## config.mk

```make
export PLATFORM = sky130hd
export DESIGN_NAME = hexrec_loader
export DESIGN_NICKNAME = d
export VERILOG_FILES = /design/src/rtl/hexrec_pkg.sv /design/src/rtl/hexrec_nibble_lut.sv /design/src/rtl/hexrec_parser.sv /design/src/rtl/hexrec_loader.sv
export SDC_FILE = /design/constraint.sdc
export NUM_CORES = 1
export LEC_CHECK = 0
export ABC_AREA = 0
export CAP_MARGIN = 5
export CELL_PAD_IN_SITES_DETAIL_PLACEMENT = 2
export CELL_PAD_IN_SITES_GLOBAL_PLACEMENT = 2
export CORE_UTILIZATION = 30
export CTS_CLUSTER_SIZE = 24
export DETAILED_ROUTE_END_ITERATION = 16
export DONT_BUFFER_PORTS = 1
export HOLD_SLACK_MARGIN = 0.15
export PLACE_DENSITY_LB_ADDON = 0.2
export SYNTH_ARGS = -nofsm -noshare
export SYNTH_HDL_FRONTEND = slang
export SYNTH_SLANG_ARGS = --single-unit
```

## constraint.sdc

```tcl
create_clock -name clk -period 3.65 [get_ports clk]
set_input_delay 0.5475 -clock clk [delete_from_list [all_inputs] [get_ports clk]]
set_output_delay 0.5475 -clock clk [all_outputs]
set_load 0.01 [all_outputs]
```

## src/rtl/hexrec_pkg.sv

```systemverilog
package hexrec_pkg;

  typedef enum logic [2:0] {
    ST_ADDR,
    ST_SP1,
    ST_COUNT,
    ST_DATA_HI,
    ST_DATA_LO,
    ST_DATA_SP,
    ST_SKIP_EOL
  } parse_state_t;

  localparam logic [7:0] CH_SPACE = 8'h20;
  localparam logic [7:0] CH_LF    = 8'h0A;
  localparam logic [7:0] CH_CR    = 8'h0D;

  // decode window for hex digits: '0' .. 'F'
  localparam int unsigned HEX_BASE = 32'h30;
  localparam int unsigned HEX_SPAN = 23;

endpackage

```

## src/rtl/hexrec_nibble_lut.sv

```systemverilog
module hexrec_nibble_lut
  import hexrec_pkg::*;
(
  input  logic [7:0] ch,
  output logic       is_hex,
  output logic [3:0] nib
);

  localparam int IDX_W = $clog2(HEX_SPAN);

  logic [HEX_SPAN-1:0] ok_tbl;
  logic [3:0]          val_tbl [HEX_SPAN];

  // table over the contiguous window; punctuation slots are marked invalid
  for (genvar i = 0; i < HEX_SPAN; i++) begin : g_lut
    localparam bit IS_DIG = (i < 10);
    localparam bit IS_LET = (i >= 17);
    assign ok_tbl[i]  = IS_DIG || IS_LET;
    assign val_tbl[i] = IS_DIG ? 4'(i) : (IS_LET ? 4'(i - 7) : 4'd0);
  end

  logic [7:0]       off;
  logic             in_win;
  logic [IDX_W-1:0] idx;

  always_comb begin
    off    = ch - 8'(HEX_BASE);
    in_win = (ch >= 8'(HEX_BASE)) && (off < 8'(HEX_SPAN));
    idx    = off[IDX_W-1:0];
    is_hex = in_win && ok_tbl[idx];
    nib    = in_win ? val_tbl[idx] : 4'd0;
  end

endmodule

```

## src/rtl/hexrec_parser.sv

```systemverilog
module hexrec_parser
  import hexrec_pkg::*;
#(
  parameter int ADDR_DIGITS = 4,
  parameter int CNT_W       = 8
) (
  input  logic                     clk,
  input  logic                     rst,
  input  logic                     in_valid,
  input  logic [7:0]               in_char,
  input  logic                     is_hex,
  input  logic [3:0]               nib,
  output logic                     wr_en,
  output logic [4*ADDR_DIGITS-1:0] wr_addr,
  output logic [7:0]               wr_data,
  output logic                     rec_done,
  output logic                     err
);

  localparam int ADDR_W = 4 * ADDR_DIGITS;
  localparam int DIG_W  = $clog2(ADDR_DIGITS + 1);

  parse_state_t      state_q;
  logic [ADDR_W-1:0] addr_q;
  logic [DIG_W-1:0]  digs_q;
  logic [CNT_W-1:0]  cnt_q;
  logic              cnt_seen_q;
  logic [3:0]        hi_q;
  logic [7:0]        byte_q;

  logic take, is_sp, is_lf;
  assign take  = in_valid && (in_char != CH_CR);
  assign is_sp = (in_char == CH_SPACE);
  assign is_lf = (in_char == CH_LF);

  always_ff @(posedge clk) begin
    if (rst) begin
      state_q    <= ST_ADDR;
      addr_q     <= '0;
      digs_q     <= '0;
      cnt_q      <= '0;
      cnt_seen_q <= 1'b0;
      hi_q       <= '0;
      byte_q     <= '0;
      wr_en      <= 1'b0;
      wr_addr    <= '0;
      wr_data    <= '0;
      rec_done   <= 1'b0;
      err        <= 1'b0;
    end else begin
      wr_en    <= 1'b0;
      rec_done <= 1'b0;
      if (take) begin
        // line feed inside a record: flag it and restart on the new line
        if (is_lf && state_q != ST_SKIP_EOL) begin
          if (state_q != ST_ADDR || digs_q != '0) err <= 1'b1;
          state_q <= ST_ADDR;
          digs_q  <= '0;
        end else begin
          unique case (state_q)
            ST_ADDR: begin
              if (is_hex) begin
                addr_q <= (addr_q << 4) | ADDR_W'(nib);
                if (digs_q == DIG_W'(ADDR_DIGITS - 1)) begin
                  digs_q  <= '0;
                  state_q <= ST_SP1;
                end else begin
                  digs_q <= digs_q + 1'b1;
                end
              end else begin
                err     <= 1'b1;
                digs_q  <= '0;
                state_q <= ST_SKIP_EOL;
              end
            end
            ST_SP1: begin
              if (is_sp) begin
                cnt_q      <= '0;
                cnt_seen_q <= 1'b0;
                state_q    <= ST_COUNT;
              end else begin
                err     <= 1'b1;
                state_q <= ST_SKIP_EOL;
              end
            end
            ST_COUNT: begin
              if (is_hex) begin
                cnt_q      <= (cnt_q << 4) | CNT_W'(nib);
                cnt_seen_q <= 1'b1;
              end else if (is_sp && cnt_seen_q) begin
                state_q <= (cnt_q == '0) ? ST_SKIP_EOL : ST_DATA_HI;
              end else begin
                err     <= 1'b1;
                state_q <= ST_SKIP_EOL;
              end
            end
            ST_DATA_HI: begin
              if (is_hex) begin
                hi_q    <= nib;
                state_q <= ST_DATA_LO;
              end else begin
                err     <= 1'b1;
                state_q <= ST_SKIP_EOL;
              end
            end
            ST_DATA_LO: begin
              if (is_hex) begin
                byte_q  <= {hi_q, nib};
                state_q <= ST_DATA_SP;
              end else begin
                err     <= 1'b1;
                state_q <= ST_SKIP_EOL;
              end
            end
            ST_DATA_SP: begin
              if (is_sp) begin
                wr_en   <= 1'b1;
                wr_addr <= addr_q;
                wr_data <= byte_q;
                addr_q  <= addr_q + 1'b1;
                cnt_q   <= cnt_q - 1'b1;
                if (cnt_q == CNT_W'(1)) begin
                  rec_done <= 1'b1;
                  state_q  <= ST_SKIP_EOL;
                end else begin
                  state_q <= ST_DATA_HI;
                end
              end else begin
                err     <= 1'b1;
                state_q <= ST_SKIP_EOL;
              end
            end
            ST_SKIP_EOL: begin
              if (is_lf) begin
                state_q <= ST_ADDR;
                digs_q  <= '0;
              end
            end
            default: state_q <= ST_ADDR;
          endcase
        end
      end
    end
  end

endmodule

```

## src/rtl/hexrec_loader.sv

```systemverilog
module hexrec_loader #(
  parameter int ADDR_DIGITS = 4,
  parameter int CNT_W       = 8
) (
  input  logic                     clk,
  input  logic                     rst,
  input  logic                     in_valid,
  input  logic [7:0]               in_char,
  output logic                     wr_en,
  output logic [4*ADDR_DIGITS-1:0] wr_addr,
  output logic [7:0]               wr_data,
  output logic                     rec_done,
  output logic                     err
);

  logic       is_hex;
  logic [3:0] nib;

  hexrec_nibble_lut u_lut (
    .ch     (in_char),
    .is_hex (is_hex),
    .nib    (nib)
  );

  hexrec_parser #(
    .ADDR_DIGITS (ADDR_DIGITS),
    .CNT_W       (CNT_W)
  ) u_parser (
    .clk      (clk),
    .rst      (rst),
    .in_valid (in_valid),
    .in_char  (in_char),
    .is_hex   (is_hex),
    .nib      (nib),
    .wr_en    (wr_en),
    .wr_addr  (wr_addr),
    .wr_data  (wr_data),
    .rec_done (rec_done),
    .err      (err)
  );

endmodule

```

==> impl_results.rst, run 1 <==
.. list-table::
   :header-rows: 1

   * - Metric
     - Value
   * - Result of the run
     - completed
   * - Number of inserted diodes
     - 0
   * - Clock Skews
     - 6.38 ps
   * - Relative slew slack
     - 46.4%
   * - Sequential cell area fraction in the yosys report
     - 37.1%
   * - Number of DRC violations after detailed routing
     - 0
   * - Wire length on met1
     - 5.52 mm
   * - Root Buffer
     - clkbuf_16
   * - Crit path kind
     - reg2reg
   * - # IOs
     - 38
   * - Antenna viol nets, final
     - 0
   * - Final Max Slew Viols
     - 0
   * - Most common cell after layout, fill and taps aside
     - nand2_1
   * - Gpl congestion
     - 0.832
   * - Hold buffer count at cts
     - 0
   * - Number of synthesized register bits
     - 70
   * - Hold Violations, Final
     - 0
   * - Top delay family on crit path
     - compound AO/OA/AOI/OAI gates
   * - Number of warnings issued by yosys
     - 0
   * - Power per cell area
     - 415 nW/µm²
   * - Sink count of the clock tree
     - 70
   * - Number of nets in the final layout
     - 505
   * - Most frequent cells in the layout
     - nand2_1 (75), dfxtp_1 (70), a21oi_1 (67), nor2_1 (44), o21ai_0 (24)
   * - Clock-pin slew reported for the worst setup and hold paths after clock tree synthesis
     - 60 ps
   * - Mean post-synth cell area
     - 7.67 µm²
   * - Highest net fanout along the worst path
     - 16
   * - Routed vias
     - 3,558
   * - Count of port buffers added during placement
     - 0
   * - CP Cell Sequence
     - nor2b_1, nand2_1, o221ai_1, a211o_1, o21ai_0, a21oi_1
   * - Worst-case vdd ir drop
     - 0.000186 V
   * - X dimension of the die
     - 114 µm
   * - F_max
     - 401 MHz
   * - Fraction of final layout cells sized beyond drive strength 1
     - 7.85%
   * - Die height
     - 114 µm
   * - Worst min path class
     - in2reg
   * - Required time of the critical path
     - 3920 ps
   * - Row Count
     - 40
   * - Via count of the first global-routing pass
     - 3,768
   * - Mapped cell area
     - 3780 µm²
   * - Routed wire length on met3
     - 309 µm
   * - Worst setup SP type
     - flip-flop
   * - Share of synthesized registers carrying an async set or reset
     - 0%
   * - # setup viols final
     - 0
   * - Dominant synthesized flop cell
     - dfxtp_1
   * - Initial DRT Pass Iterations
     - 4
   * - Setup fix buffers added after clock tree synthesis
     - 0
   * - Synth Net Count
     - 519
   * - Initial Util
     - 31.1%
   * - Share of the clock period used by the worst path
     - 68.3%
   * - H-tree levels
     - 3
   * - Final global-route overflow total
     - 0
   * - Routed wire per std cell
     - 18.2 µm
   * - Buffers & Inverters on Critical Path
     - 0
   * - CTS Buffer Depth
     - 2
   * - Highest metal layer used by the detailed router
     - met4
   * - Number of distinct library cell variants in the gate-level netlist after synthesis
     - 52
   * - Unrepaired setup endpoints after global routing
     - false
   * - Via count normalized by instance count
     - 5.46
   * - Drt first-iter violations
     - 112
   * - P_leak
     - 1.51 nW
   * - Total track usage
     - 19.3%
   * - Synthesized instance count
     - 493
   * - Number of cells upsized or downsized after cts
     - 0
   * - Post-synth EDFFs
     - 0
   * - Maximum number of pins on one net before global-route repair
     - 75
   * - Critical Path Slowest Stage Cell
     - dfxtp_1
   * - Stage delay of the slowest cell on the critical path
     - 610 ps
   * - Floorplan core area
     - 12,200 µm²
   * - Overall power consumption
     - 1.74 mW
   * - DRT Wirelength
     - 11.9 mm
   * - Sum of net half-perimeters after detailed placement
     - 8.25 mm
   * - Number of antenna violations at the first check in global routing
     - 0
   * - Slew of the pin with the lowest slew margin
     - 796 ps
   * - Arrival time reported for the critical path endpoint
     - 2760 ps
   * - Die area
     - 13,100 µm²
   * - Skew-Pair Late Insertion Delay
     - 340 ps
   * - Total CTS buffers
     - 9
   * - Critical Path Sink Type
     - flip-flop
   * - First-pass GRT wire length
     - 19.6 mm
   * - # Max-Cap Violations
     - 0
   * - Final-layout setup total negative slack
     - 0 ps
   * - TritonCTS clock tree
     - yes
   * - P&R area growth vs syn
     - 11.0%
   * - Final critical delay including setup and external delays
     - 2490 ps
   * - Met2 wire length
     - 5.93 mm
cells by family (layout without fill, tap and decap cells):
| logic type | Yosys count | in the layout | share of synthesized area [%] |
|---|---|---|---|
| fa+ha+maj | 15 | 15 | 4.96 |
| mux | 15 | 15 | 3.97 |
| flops | 70 | 70 | 37.1 |
| compound gates | 144 | 144 | 23.6 |
| xor+xnor | 4 | 4 | 0.927 |
| buf+inv | 51 | 42 | 5.56 |
| simple gates | 194 | 194 | 24.0 |
cell usage after synthesis, drive strengths merged, types with 5 or more instances:
master   n  area, µm²
o21ai   24        120
a211oi   9       85.1
a21oi   67        335
nand3   15       75.1
nor2    44        165
or2      6       37.5
clkbuf  26       97.6
buf     10       56.3
mux2i   15        150
nor3    16       80.1
and3     6       37.5
ha      15        188
a21o     6       45.0
nand2b   5       31.3
a31oi    5       31.3
inv     15       56.3
nand4   11       81.3
dfxtp   70       1400
nand2   75        282
state kept, by name, summed over array words and instances (netlist names):
| register | cells |
|---|---|
| u_parser.cnt_seen_q | 1 |
| u_parser.state_q | 3 |
| u_parser.hi_q | 4 |
| u_parser.wr_en | 1 |
| u_parser.wr_data | 8 |
| u_parser.addr_q | 16 |
| u_parser.digs_q | 3 |
| u_parser.wr_addr | 16 |
| u_parser.err | 1 |
| u_parser.byte_q | 8 |
| u_parser.rec_done | 1 |
| u_parser.cnt_q | 8 |
report_power, final:
part           switching, mW  internal, mW  leakage, nW
Sequential            0.0135         0.771        0.565
Clock                  0.366         0.464        0.129
Combinational         0.0826        0.0446        0.816
final timing paths:
kind	endpoint	cells after the start	from	slack, ps
max	u_parser.addr_q[10]	6	u_parser.state_q[0]	1160
min	u_parser.cnt_q[6]	1	rst	270
max reg2reg	u_parser.addr_q[10]	6	u_parser.state_q[0]	1160
min reg2reg	u_parser.wr_data[4]	2	u_parser.byte_q[4]	460
per-stage QoR:
stage,setup WS (ps),area [µm²],hold WS (ps),instances,utilization [%]
3_3_place_gp,1000,3920,444,636,32.2
2_1_floorplan,1060,3780,432,493,-
4_1_cts,1130,4200,273,652,34.5
6_report,1160,4200,273,652,34.5
3_5_place_dp,910,3920,447,636,32.2
5_1_grt,877,4200,269,652,34.5
layer usage:
metal / up-vias / track usage, %
met2: 41 / 33.1
met1: 1780 / 24.1
li1: 1727 / -
met5: - / 0
met4: 0 / 6.67
met3: 10 / 3.86
worst register-to-register path: cells and delay by family, from the launching register on:
kind | cells | cell delay [ps]
AO/OA/AOI/OAI | 4 | 1320
flip-flops | 1 | 610
AND/OR/NAND/NOR | 2 | 490
area by class of cell:
cell class                 instances  area (µm²)
fill                            1397        7970
multi-input combinational        372        2170
sequential                        70        1400
clock buffer                      10         229
tap                              168         210
timing repair buffer              11        82.6
inverter                          15        56.3
clock inverter                     6        46.3
Note: power is estimated with default switching activity, not from simulation.
==> run 2: changes to the inputs <==
Clock period 3.65 ns to 2.4 ns, I/O delays scaled along.
==> run 2 against run 1 <==
  * Wire length rose by 3.7%
  * First-iteration DRC count grew 16%
  * Sequential share of layout area shrank 1.9 points
  * Count of clock-buffer cells in the layout unchanged
  * Core utilization rose by 2.1 points
  * Global-route usage rose by 0.99 points
  * Total power is 57% higher
  * Die area is the same
  * Hold slack got worse by 72 ps
  * Design area rose by 6.1%
  * Non-clock buffer count is 24 higher
  * Largest cell class unchanged
==> impl_results.rst, run 2 (same netlist as run 1, synthesis figures left out) <==
.. list-table::
   :header-rows: 1

   * - Metric
     - Value
   * - Result of the run
     - completed
   * - X dimension of the die
     - 114 µm (unchanged)
   * - Final global-route overflow total
     - 0 (unchanged)
   * - Stage delay of the slowest cell on the critical path
     - 440 ps (-170 ps)
   * - P_leak
     - 1.65 nW (+9.4%)
   * - Skew-Pair Late Insertion Delay
     - 340 ps (about the same)
   * - Worst setup SP type
     - flip-flop
   * - Wire length on met1
     - 5.69 mm (+3.2%)
   * - Number of DRC violations after detailed routing
     - 0 (unchanged)
   * - Register-to-register path setup slack
     - 210 ps (-940 ps)
   * - Number of inserted diodes
     - 0 (unchanged)
   * - CP startpoint
     - u_parser.state_q[0]
   * - Power per cell area
     - 616 nW/µm² (+48%)
   * - # IOs
     - 38 (unchanged)
   * - Worst slack at placement
     - -47.8 ps (-958 ps)
   * - Hold Violations, Final
     - 0 (unchanged)
   * - Arrival time reported for the critical path endpoint
     - 2450 ps (-310 ps)
   * - Initial Util
     - 31.1% (unchanged)
   * - Initial DRT Pass Iterations
     - 4 (unchanged)
   * - Relative slew slack
     - 62.8% (+16 points)
   * - Count of port buffers added during placement
     - 0 (unchanged)
   * - Most common cell after layout, fill and taps aside
     - nand2_1
   * - Cells after DPL
     - 658 (+3.5%)
   * - Root Buffer
     - clkbuf_16
   * - CTS Buffer Depth
     - 2 (unchanged)
   * - Highest net fanout along the worst path
     - 9 (-7)
   * - H-tree levels
     - 3 (unchanged)
   * - Hold Worst Slack
     - 201 ps (-71.9 ps)
   * - P&R area growth vs syn
     - 17.7%
   * - Routed vias
     - 3,637 (+2.2%)
   * - Placed instance area
     - 4120 µm² (+5.2%)
   * - Sink count of the clock tree
     - 70 (unchanged)
   * - Number of nets in the final layout
     - 529 (+4.8%)
   * - Die area
     - 13,100 µm² (unchanged)
   * - Number of antenna violations at the first check in global routing
     - 0 (unchanged)
   * - Final critical delay including setup and external delays
     - 2190 ps (-306 ps)
   * - Fin worst setup slack
     - 214 ps (-944 ps)
   * - TritonCTS clock tree
     - yes
   * - Reg-to-Reg Start
     - u_parser.state_q[0]
   * - Overall power consumption
     - 2.74 mW (+57%)
   * - Row Count
     - 40 (unchanged)
   * - Final Max Slew Viols
     - 0 (unchanged)
   * - Sum of net half-perimeters after detailed placement
     - 8.62 mm (+4.5%)
   * - Critical Path Sink Type
     - flip-flop
   * - Total track usage
     - 20.3% (+0.99 points)
   * - Final-layout setup total negative slack
     - 0 ps (unchanged)
   * - Worst min path class
     - in2reg
   * - Gpl congestion
     - 0.780 (-6.2%)
   * - Drt first-iter violations
     - 130 (+16%)
   * - Maximum number of pins on one net before global-route repair
     - 68 (-9.3%)
   * - Clock-pin slew reported for the worst setup and hold paths after clock tree synthesis
     - 60 ps (about the same)
   * - Floorplan core area
     - 12,200 µm² (unchanged)
   * - Die height
     - 114 µm (unchanged)
   * - Routed wire per std cell
     - 18.2 µm (about the same)
   * - Via count normalized by instance count
     - 5.38 (-1.4%)
   * - Post-route core utilization
     - 36.6% (+2.1 points)
   * - Share of the clock period used by the worst path
     - 91.1% (+23 points)
   * - Antenna viol nets, final
     - 0 (unchanged)
   * - DRT Wirelength
     - 12.3 mm (+3.7%)
   * - Last element of the critical path
     - u_parser.addr_q[9]
   * - Highest metal layer used by the detailed router
     - met4
   * - F_max
     - 458 MHz (+14%)
   * - First-pass GRT wire length
     - 20.5 mm (+4.2%)
   * - Worst-case vdd ir drop
     - 0.000327 V (+76%)
   * - Most frequent cells in the layout
     - nand2_1 (75), dfxtp_1 (70), a21oi_1 (67), nor2_1 (44), buf_4 (30)
   * - Slew of the pin with the lowest slew margin
     - 552 ps (-244 ps)
   * - # Max-Cap Violations
     - 0 (unchanged)
   * - Via count of the first global-routing pass
     - 3,935 (+4.4%)
   * - Crit path kind
     - reg2reg
   * - Critical Path Slowest Stage Cell
     - dfxtp_1
   * - Clock Skews
     - 6.11 ps (-0.266 ps)
   * - Routed wire length on met3
     - 340 µm (+10%)
   * - R2r endpoint
     - u_parser.addr_q[9]
   * - CP Cell Sequence
     - nor2b_1, nand2_1, o221ai_2, a211o_1, buf_4, o21ai_0, a21oi_1
   * - Unrepaired setup endpoints after global routing
     - false
   * - Leading registers by flop count
     - u_parser.addr_q: 16 flops, u_parser.wr_addr: 16 flops
   * - Total CTS buffers
     - 9 (unchanged)
   * - Worst reg2reg path depth
     - 7 (+1)
   * - # setup viols final
     - 0 (unchanged)
   * - Non-Filler Cell Area, Final
     - 4450 µm² (+6.1%)
   * - Non-filler cells, final
     - 676 (+3.7%)
   * - Met2 wire length
     - 6.08 mm (+2.4%)
   * - Fraction of final layout cells sized beyond drive strength 1
     - 12.4% (+4.6 points)
   * - Required time of the critical path
     - 2660 ps (-1260 ps)
[run 2: cell types whose count changed in the layout (fill, tap and decap cells not counted)]
cell,previous run,this run
clkbuf_8,0,1
o221ai_2,0,1
dlygate4sd3_1,0,1
clkinv_4,2,0
inv_6,1,2
clkbuf_1,1,0
o221ai_1,1,0
buf_12,0,3
clkinvlp_4,2,3
buf_16,0,1
buf_4,11,30
[run 2: worst min-delay path by stage]
stage	from	endpoint	slack (ps)	depth (start not counted)
2_1_floorplan	u_parser.byte_q[0]	u_parser.wr_data[0]	430	2
3_3_place_gp	rst	u_parser.cnt_q[7]	440	1
3_5_place_dp	rst	u_parser.cnt_q[6]	440	1
4_1_cts	rst	u_parser.addr_q[7]	200	2
5_1_grt	rst	u_parser.err	230	2
6_report	rst	u_parser.addr_q[7]	200	2
[run 2: timing repair]
action	CTS	global route
resized for setup	0	1
setup buffers	0	0
hold endpoints to repair	67	0
hold buffers	2	0
endpoints found under the setup margin	0	14
[run 2: cell type report]
type	count	area, µm²
well taps	168	210
clock buffers	10	239
multi-input cells	372	2180
repair buffers	35	323
inverters	15	56.3
fillers	1406	7710
clock inverters	6	45.0
flip-flops and latches	70	1400
[run 2: layer usage]
metal	vias to the layer above	global-route usage, %
met2	49	34.9
met5	-	0
met3	14	3.02
li1	1771	-
met4	0	7.53
met1	1803	25.7
[run 2: power by group]
part           leakage [nW]  switching [mW]  internal (mW)  total [mW]
Combinational         0.955           0.164          0.103       0.267
Clock                 0.132           0.555          0.733        1.29
Sequential            0.565          0.0121           1.17        1.18
Total                  1.65           0.731           2.01        2.74
[run 2: worst max-delay path: cells and delay by family (launching register included)]
kind                   cells  cell delay [ps]
AND/OR/NAND/NOR            2              500
buffers and inverters      1              220
flip-flops                 1              440
AO/OA/AOI/OAI              4              930
